[src/rtl/cascade_wrap_counter.sv]
module cascade_wrap_counter #(
  parameter int WIDTH       = 16,
  parameter int STRETCH     = 4,
  parameter int SYNC_STAGES = 2
) (
  input  logic             clk,
  input  logic             rst_n,
  input  logic             tick_i,
  input  logic             cascade_i,
  input  logic             src_sel_i,
  input  logic             dir_up_i,
  input  logic             load_i,
  input  logic [WIDTH-1:0] load_val_i,
  input  logic             tc_oe_i,
  output logic [WIDTH-1:0] count_o,
  output logic             tc_o
);
  localparam int SW = $clog2(STRETCH + 1);
  localparam logic [WIDTH-1:0] MAXV = '1;

  logic [SYNC_STAGES-1:0] sync_q;
  logic                   casc_prev;
  logic [WIDTH-1:0]       cnt;
  logic [SW-1:0]          hold;
  logic                   casc_fall, step, at_edge, wrap, tc_raw;

  always_ff @(posedge clk or negedge rst_n)
    if (!rst_n) begin
      sync_q    <= '0;
      casc_prev <= 1'b0;
    end else begin
      sync_q    <= {sync_q[SYNC_STAGES-2:0], cascade_i};
      casc_prev <= sync_q[SYNC_STAGES-1];
    end

  assign casc_fall = casc_prev & ~sync_q[SYNC_STAGES-1];
  assign step      = src_sel_i ? casc_fall : tick_i;
  assign at_edge   = dir_up_i ? (cnt == MAXV) : (cnt == '0);
  assign wrap      = step & ~load_i & at_edge;

  always_ff @(posedge clk or negedge rst_n)
    if (!rst_n)          cnt <= '0;
    else if (load_i)     cnt <= load_val_i;
    else if (step)       cnt <= dir_up_i ? cnt + 1'b1 : cnt - 1'b1;

  always_ff @(posedge clk or negedge rst_n)
    if (!rst_n)          hold <= '0;
    else if (wrap)       hold <= SW'(STRETCH);
    else if (hold != '0) hold <= hold - 1'b1;

  assign tc_raw  = (hold != '0);
  assign count_o = cnt;
  assign tc_o    = tc_raw & tc_oe_i;

  p_hold_r2: assert property (@(posedge clk) disable iff (!rst_n)
    (!step && !load_i) |=> $stable(cnt));
  p_up_wrap_r3: assert property (@(posedge clk) disable iff (!rst_n)
    (step && dir_up_i && !load_i && cnt == MAXV) |=> (cnt == '0 && tc_raw));
  p_down_wrap_r4: assert property (@(posedge clk) disable iff (!rst_n)
    (step && !dir_up_i && !load_i && cnt == '0) |=> (cnt == MAXV && tc_raw));
  p_tc_min_r5: assert property (@(posedge clk) disable iff (!rst_n)
    $rose(tc_raw) |=> tc_raw);
  p_load_r6: assert property (@(posedge clk) disable iff (!rst_n)
    load_i |=> (cnt == $past(load_val_i)));
  p_load_no_tc_r6: assert property (@(posedge clk) disable iff (!rst_n)
    (load_i && !tc_raw) |=> !tc_raw);
  p_single_step_r8: assert property (@(posedge clk) disable iff (!rst_n)
    casc_fall |=> !casc_fall);
endmodule

[config.mk]
export PLATFORM = sky130hd
export DESIGN_NAME = cascade_wrap_counter
export DESIGN_NICKNAME = d
export VERILOG_FILES = /design/src/rtl/cascade_wrap_counter.sv
export SDC_FILE = /design/constraint.sdc
export NUM_CORES = 1
export LEC_CHECK = 0
export BUFFER_PORTS_ARGS = -buffer_cell sky130_fd_sc_hd__buf_2
export CAP_MARGIN = 20
export CORE_ASPECT_RATIO = 0.9
export CORE_MARGIN = 5
export CORE_UTILIZATION = 45
export CTS_CLUSTER_DIAMETER = 80
export DETAILED_ROUTE_END_ITERATION = 16
export PLACE_DENSITY = 0.77
export SKIP_LAST_GASP = 1
export SLEW_MARGIN = 20
export SYNTH_ARGS = -nofsm -noshare
export SYNTH_HDL_FRONTEND = slang
export SYNTH_SLANG_ARGS = --single-unit
[constraint.sdc]
create_clock -name clk -period 3.25 [get_ports clk]
set_input_delay 0 -clock clk [delete_from_list [all_inputs] [get_ports clk]]
set_output_delay 0 -clock clk [all_outputs]
set_load 0.05 [all_outputs]
; Word level (Yosys, flattened, before mapping)
; Index checks and enable logic that the tools add are counted.
[totals]
input_bits = 24
regBits = 22
output_inout_bits = 17
[classes]
n_mux = 7
bitwise = 6
n_eq_ne = 1
add_sub_neg = 3
n_reduce_logical = 4
[op_table]
columns = operator, count
row1 = $mux 16, 3
row2 = $add 16x1->16 const B, 1
row3 = $eq 16x16->1 const B, 1
row4 = $logic_not 16->1, 1
row5 = $sub 16x1->16 const B, 1
row6 = $mux 3, 2
row7 = $and 1x1->1, 4
row8 = $reduce_bool 2->1, 2
row9 = $reduce_bool 3->1, 1
row10 = $sub 3x1->3 const B, 1
row11 = $mux 1, 2
row12 = $not 1->1, 2

; Logic depth before layout (Yosys ltp)
; Gate-level depths: netlist (run 1).
[logic_depth]
depth_word = 6
ltp_mapped = 8
depth_no_buf = 8

; Worst setup path before layout (run 1)
; Ideal clock, no wire load.
[synth_timing]
path_type = register to register
from = register cnt[2], in the netlist count_o[2]
to = register cnt[12], in the netlist count_o[12]
required_ns = 3.130
slack_ns = 0.933
n_path_buf = 0
path_stages_with_launch = 8
arrival_time_ns = 2.197
path_cell_list = dfrtp_1 > ha_1 > nor2b_4 > o31a_1 > o31a_1 > o211a_1 > nand3b_1 > and3_1
[synth_between]
elab_chain_len = 4
elab_cells_between_ends = 5
[synth_rtl]
columns = item, line
row1 = start: declaration, 23  ; logic [WIDTH-1:0] cnt;
row2 = start signal: assignment, 43  ; else if (load_i) cnt <= load_val_i;
row3 = start signal: assignment, 44  ; else if (step) cnt <= dir_up_i ? cnt + 1'b1 : cnt - 1'b1;
row4 = $sub 16x1->16 / $add 16x1->16 (equally long branches), 44
row5 = $mux 16 (*) (2 in series), 44
row6 = $mux 16 (*), 43
; Every way passes the cells marked *; elsewhere a longest branch is shown, timed or not. The select of a mux whose other input is x is not followed.
; A chain may end at the register's enable or synchronous reset.

; Worst setup path after layout (run 1)
[layout_timing]
from = register cnt[0], in the netlist count_o[0]
to = register cnt[12], in the netlist count_o[12]
; Same word-level chain as after synthesis.

==> results of run 1 <==
## synthesized netlist by cell type, drive strengths merged, types with 7 or more instances
library cell	instances	area, sq um
and3	10	62.6
o21ai	13	65.1
inv	9	33.8
a21o	7	52.6
dfrtp	22	551
nor2	15	56.3
ha	16	200
a21oi	22	110
nand2	12	45.0
nand3	9	45.0
## registers in the layout, summed over array words and instances (netlist names)
name	cells
sync_q	2
hold	3
count_o	16
casc_prev	1
## metal layers
metal  vias up  track usage, %  wire length, um
met5         -               0                0
met4         0            2.33               36
met3         5            4.42              293
met2        59            32.1             2290
met1       871            25.1             2260
li1        907               -                -
## per-stage QoR
stage | util [%] | instances
4_1_cts | 59.0 | 310
3_3_place_gp | 53.5 | 291
2_1_floorplan | - | 210
3_5_place_dp | 53.5 | 291
6_report | 59.0 | 310
5_1_grt | 59.0 | 310
## kinds of logic (layout without fill, tap and decap cells)
family	Yosys count	in the layout	share of synthesized area [%]
and+or+nand+nor	75	75	22.0
AOI/OAI and AO/OA	69	69	25.1
DFF	22	22	30.9
adders and majority gates	17	17	12.4
buffers and inverters	15	69	3.16
xor gates and xnor gates	6	6	2.95
muxes	6	6	3.51
## power groups by stage
stage / Combinational, W / Sequential (W) / Clock [W]
finish: 0.000595 / 0.000389 / 0.000203
global route: 0.000656 / 0.000400 / 0.000224
CTS: 0.000595 / 0.000388 / 0.000211
detailed placement: 0.000578 / 0.000392 / 0
global placement: 0.000566 / 0.000388 / 0
floorplan: 0.000343 / 0.000485 / 0
## worst max-delay path: stages, from the launching register on
cell       delay, ns
dfrtp_1         0.44
inv_1           0.11
fa_1            0.48
nor2b_4         0.14
o31a_1          0.19
o31a_1          0.22
o211a_1         0.20
o2111ai_1       0.12
and3_1          0.18
## layout by cell type, fill, tap and decap left out, types with 4 or more instances in the layout
| cell | instances |
|---|---|
| ha_1 | 16 |
| a211oi_1 | 6 |
| a21oi_1 | 22 |
| nand2_1 | 12 |
| a21o_1 | 7 |
| nand3_1 | 9 |
| mux2i_1 | 4 |
| and3_1 | 10 |
| nor4_1 | 6 |
| dlygate4sd3_1 | 15 |
| nor3_1 | 5 |
| inv_1 | 9 |
| buf_2 | 40 |
| nand4_1 | 6 |
| nor2_1 | 15 |
| or3_1 | 6 |
| o21ai_0 | 11 |
| clkbuf_8 | 4 |
| xnor2_1 | 4 |
| a2bb2oi_1 | 4 |
| dfrtp_1 | 22 |
## layout make-up
class | instances | area share (%)
well taps | 46 | 2.58
flip-flops and latches | 22 | 24.7
repair buffers | 56 | 16.0
multi-input cells | 173 | 52.7
clock buffers | 4 | 2.47
inverters | 9 | 1.51
## worst paths after layout
kind	end	slack [ns]	cells after the start
setup reg to reg	count_o[12]$_DFFE_PN0P_	1.08	8
setup / recovery	count_o[12]$_DFFE_PN0P_	1.08	8
hold / removal	count_o[13]$_DFFE_PN0P_	0.03	3
max in group asynchronous	count_o[0]$_DFFE_PN0P_	2.66	2
hold reg to reg	sync_q[1]$_DFF_PN0_	0.37	0
min in group asynchronous	count_o[8]$_DFFE_PN0P_	0.24	2
==> results.sh, run 1 <==
export IMPL_grt_util_all_layers_pct=18.9
export IMPL_ios=41
export IMPL_grt_max_degree=23
export IMPL_critPathMaxFanout=6
export IMPL_layout_nets=306
export IMPL_total_power_w=0.00119
export IMPL_rsz0062_at_grt="false"
export IMPL_antenna_found_initial=0
export IMPL_grt_pass1_vias=1755
export IMPL_setup_ws_ns=1.08
export IMPL_netlist_instances=210
export IMPL_syn_avg_cell_area_sq_um=8.49
export IMPL_io_buffers=40
export IMPL_yosys_most_used_dff="dfrtp_1"
export IMPL_start_util_pct=47.1
export IMPL_insertion_delay_ns=0.27
export IMPL_synth_area_sq_um=1780
export IMPL_fillers=375
export IMPL_internal_power_w=0.000660
export IMPL_fmax_mhz=460
export IMPL_ys_seq_area_share_pct=30.9
export IMPL_switchingPower_w=0.000526
export IMPL_endpoint_kind="register"
export IMPL_maxCapViolations=0
export IMPL_finalCriticalPeriod_ns=2.17
export IMPL_antenna_left=0
export IMPL_post_drt_wl_per_cell_um=15.7
export IMPL_startpoint_type="register"
export IMPL_worst_pin_slew_ns=0.680
export IMPL_area_growth_synth_to_final_pct=25.1
export IMPL_ctsLongestPathBuffers=2
export IMPL_gp_congestion=0.937
export IMPL_worst_hold_slack_ns=0.0344
export IMPL_cts_root_buffer="clkbuf_8"
export IMPL_cts_tree="built"
export IMPL_hp_start="load_val_i[13]"
export IMPL_design_area_sq_um=2230
export IMPL_worstPathRequired_ns=3.41
export IMPL_drc=0
export IMPL_grt_overflow=0
export IMPL_drt_initial_drc_count=275
export IMPL_dpl_hpwl_um=3520
export IMPL_relSlewSlack_pct=54.7
export IMPL_grt_pass1_wl_um=8470
export IMPL_holdBufCountCts=15
export IMPL_ctsResizeCount=0
export IMPL_ir_drop_uv=438
export IMPL_synth_edf_count=0
export IMPL_cts_setup_buffers=0
export IMPL_arrival_ns=2.34
export IMPL_swShare_pct=44.4
export IMPL_setup_viol=0
export IMPL_multi_input_area_sq_um=1180
export IMPL_dr_pass1_iters=5
export IMPL_coreArea_sq_um=3780
export IMPL_ys_types=37
export IMPL_worst_r2r_startpoint="count_o[0]$_DFFE_PN0P_"
export IMPL_maxSlewViolCount=0
export IMPL_cts_sinks=22
export IMPL_drive_above_1_share_pct=18.2
export IMPL_tns_ns=0
export IMPL_n_antenna_cell=0
export IMPL_path_class="register to register"
export IMPL_clock_power_share_pct=17.1
export IMPL_clkTransAtPathRegs_ns=0.08
export IMPL_yosys_warnings=0
export IMPL_p_comb_share_pct=50.1
export IMPL_seq_area_sq_um=551
export IMPL_die_area_sq_um=5320
export IMPL_dieWidth_um=76.4
export IMPL_ys_ff_latch=22
export IMPL_viasPerCell=5.94
export IMPL_fin_crit_sh_pct=66.8
export IMPL_htree_levels=1
export IMPL_pre_cts_slack_ns=0.982
export IMPL_power_density_nw_per_um2=532
export IMPL_hold_path_class="primary input to register"
export IMPL_p_seq_share_pct=32.8
export IMPL_syn_nets=251
export IMPL_critPathLaunch="count_o[0]$_DFFE_PN0P_"
export IMPL_skew_ns=0.00389
export IMPL_place_area_sq_um=2030
export IMPL_async_reset_ff_share_pct=100
export IMPL_vias=1842
export IMPL_p_leak_nw=1.07
export IMPL_hold_viol=0
export IMPL_die_height_um=69.7
export IMPL_std_cell_rows=21
export IMPL_status="completed"
export IMPL_wl_um=4880
export IMPL_cts_buffers=3
No activity file was read; power rests on OpenSTA's default activity.
==> run 2, diff against run 1 <==
--- a/config.mk
+++ b/config.mk
@@ -5,6 +5,7 @@
 export SDC_FILE = /design/constraint.sdc
 export NUM_CORES = 1
 export LEC_CHECK = 0
+export ABC_AREA = 1
 export BUFFER_PORTS_ARGS = -buffer_cell sky130_fd_sc_hd__buf_2
 export CAP_MARGIN = 20
 export CORE_ASPECT_RATIO = 0.9
@@ -12,7 +13,7 @@
 export CORE_UTILIZATION = 45
 export CTS_CLUSTER_DIAMETER = 80
 export DETAILED_ROUTE_END_ITERATION = 16
-export PLACE_DENSITY = 0.77
+export PLACE_DENSITY = 0.78
 export SKIP_LAST_GASP = 1
 export SLEW_MARGIN = 20
 export SYNTH_ARGS = -nofsm -noshare
==> constraint.sdc (replaced) <==
create_clock -name clk -period 1.8 [get_ports clk]
set_input_delay 0 -clock clk [delete_from_list [all_inputs] [get_ports clk]]
set_output_delay 0 -clock clk [all_outputs]
set_load 0.05 [all_outputs]
==> results.sh, run 2 <==
export IMPL_syn_nets=366
export IMPL_arrival_ns=1.87
export IMPL_cts_buffers=3
export IMPL_status="completed"
export IMPL_design_area_sq_um=2620
export IMPL_cts_root_buffer="clkbuf_8"
export IMPL_setup_viol=0
export IMPL_worst_hold_slack_ns=0.0170
export IMPL_htree_levels=1
export IMPL_gp_congestion=1.01
export IMPL_vias=2224
export IMPL_netlist_instances=325
export IMPL_dpl_hpwl_um=4160
export IMPL_path_cells="inv_1 -> fa_2 -> inv_1 -> nand3_1 -> nand3_2 -> nand3_1 -> nand3_1 -> nand2_1 -> nand3_1 -> nand2_1"
export IMPL_ys_seq_area_share_pct=26.4
export IMPL_area_growth_synth_to_final_pct=25.7
export IMPL_grt_max_degree=23
export IMPL_post_drt_wl_per_cell_um=13.0
export IMPL_syn_avg_cell_area_sq_um=6.42
export IMPL_io_buffers=40
export IMPL_yosys_warnings=0
export IMPL_rsz0062_at_grt="true"
export IMPL_fin_crit_sh_pct=94.4
export IMPL_die_area_sq_um=6100
export IMPL_maxCapViolations=0
export IMPL_viasPerCell=5.03
export IMPL_crit_end="count_o[12]$_DFFE_PN0P_"
export IMPL_worst_pin_slew_ns=0.525
export IMPL_synth_top_area_share_pct=26.4
export IMPL_ctsLongestPathBuffers=2
export IMPL_die_height_um=74.6
export IMPL_total_power_w=0.00248
export IMPL_drive_above_1_share_pct=19.7
export IMPL_ys_types=31
export IMPL_std_cell_rows=23
export IMPL_yosys_top_cells_area="dfrtp_1, nand2_1, inv_1, ha_1, nand3_1"
export IMPL_relSlewSlack_pct=65.0
export IMPL_path_class="register to register"
export IMPL_ios=41
export IMPL_ir_drop_uv=548
export IMPL_layout_common_cells="nand2_1, inv_1, buf_2, nand3_1, dfrtp_1"
export IMPL_worstPathRequired_ns=1.97
export IMPL_critPathMaxFanout=5
export IMPL_final_util_pct=58.8
export IMPL_synth_largest_area_cell="dfrtp_1"
export IMPL_grt_overflow=0
export IMPL_dieWidth_um=81.8
export IMPL_grt_util_all_layers_pct=19.7
export IMPL_wl_um=5770
export IMPL_coreArea_sq_um=4460
export IMPL_n_antenna_cell=0
export IMPL_start_util_pct=46.8
export IMPL_dr_pass1_iters=5
export IMPL_yosys_most_used_dff="dfrtp_1"
export IMPL_largest_register_ffs=16
export IMPL_power_density_nw_per_um2=947
export IMPL_drt_initial_drc_count=146
export IMPL_async_reset_ff_share_pct=100
export IMPL_synth_edf_count=0
export IMPL_antenna_left=0
export IMPL_critPathSlowestCell="dfrtp_2"
export IMPL_skew_ns=0.00324
export IMPL_reg2regPathDepth=10
export IMPL_fmax_mhz=589
export IMPL_worst_r2r_startpoint="count_o[0]$_DFFE_PN0P_"
export IMPL_grt_pass1_wl_um=9300
export IMPL_drc=0
export IMPL_insertion_delay_ns=0.27
export IMPL_critPathLaunch="count_o[0]$_DFFE_PN0P_"
export IMPL_antenna_found_initial=0
export IMPL_maxSlewViolCount=0
export IMPL_cts_sinks=22
export IMPL_grt_pass1_vias=2091
export IMPL_clkTransAtPathRegs_ns=0.09
export IMPL_worstReg2RegEnd="count_o[12]$_DFFE_PN0P_"
export IMPL_layout_commonest_cell="nand2_1"
export IMPL_layout_nets=422
export IMPL_startpoint_type="register"
export IMPL_synth_common_cells="nand2_1, inv_1, dfrtp_1, nand3_1, ha_1"
export IMPL_hold_viol=0
export IMPL_endpoint_kind="register"
export IMPL_synth_most_common_cell="nand2_1"
export IMPL_hold_path_class="primary input to register"
export IMPL_crit_path_max_incr_delay_ns=0.41
export IMPL_cts_tree="built"
export IMPL_place_area_sq_um=2350
export IMPL_synth_area_sq_um=2090
export IMPL_path_common_cell="nand3_1"
export IMPL_p_leak_nw=1.51
export IMPL_rrSetupSlack_ns=0.10
export IMPL_finalCriticalPeriod_ns=1.70
export IMPL_ys_ff_latch=22
run 2: changes by cell type in the layout (fill, tap and decap cells not counted), sizes merged, moves of 7 or more:
cell | previous run | this run
nand2 | 12 | 119
a21oi | 22 | 9
a21o | 7 | 0
and3 | 10 | 0
nand3 | 9 | 25
inv | 9 | 69
run 2: timing repair:
action                     in CTS  in global routing
setup buffers                   0                  4
hold buffers                    9                  0
hold endpoints to repair       30                  0
gates resized for setup         0                  9
setup endpoints to repair       0                  4
run 2: worst max-delay path, delay by kind of cell, from the launching register on:
| family | cells | cell delay, ns |
|---|---|---|
| and+or+nand+nor | 7 | 0.59 |
| buffers and inverters | 2 | 0.22 |
| adders and majority gates | 1 | 0.39 |
| DFF | 1 | 0.41 |
run 2: layout make-up:
class | count | area (sq um)
Fill cell | 403 | 1840
Multi-Input combinational cell | 229 | 1310
Sequential cell | 22 | 553
Timing Repair Buffer | 55 | 348
Inverter | 70 | 267
Tap cell | 62 | 77.6
Clock buffer | 3 | 41.3
Clock inverter | 1 | 30.0
run 2: logic make-up (layout without fill, tap and decap cells):
| kind of cell | count (synthesis) | after routing | share of synthesized area [%] |
|---|---|---|---|
| buffers and inverters | 74 | 129 | 14.1 |
| AO/OA/AOI/OAI | 31 | 31 | 8.75 |
| AND/OR/NAND/NOR | 174 | 174 | 37.2 |
| XOR/XNOR | 6 | 6 | 2.52 |
| adder cells (fa/ha/maj) | 17 | 17 | 10.6 |
| multiplexers | 1 | 1 | 0.480 |
| flip-flops | 22 | 22 | 26.4 |
run 2: worst min path at each step:
stage	startpoint	cells past startpoint	to
global placement	rst_n	1	sync_q[0]$_DFF_PN0_
floorplan	rst_n	0	casc_prev$_DFF_PN0_
detailed placement	rst_n	1	sync_q[0]$_DFF_PN0_
finish	load_val_i[14]	5	count_o[14]$_DFFE_PN0P_
CTS	load_val_i[14]	5	count_o[14]$_DFFE_PN0P_
global route	load_val_i[12]	5	count_o[12]$_DFFE_PN0P_
run 2: metrics by stage:
| step | TNS [ns] | setup WS, ns | instances |
|---|---|---|---|
| 2_1_floorplan | 0 | 0.0243 | 325 |
| 3_3_place_gp | 0 | 0.0580 | 425 |
| 3_5_place_dp | 0 | 0.000159 | 425 |
| 4_1_cts | 0 | 0.000683 | 438 |
| 5_1_grt | -0.0381 | -0.0368 | 442 |
| 6_report | 0 | 0.101 | 442 |
run 2: metal layers:
layer | vias to the layer above | share of wire (%) | global-route usage [%]
met4 | 0 | 1.7 | 4.24
met5 | - | 0 | 0
met1 | 1017 | 43 | 25.5
met3 | 10 | 5.4 | 3.87
met2 | 80 | 50 | 34.0
li1 | 1117 | - | -
run 2: power breakdown:
part	internal, W	total [W]	switching, W
logic	0.000453	0.00132	0.000866
registers	0.000592	0.000680	0.0000883
clock network	0.000298	0.000484	0.000187
total	0.00134	0.00248	0.00114
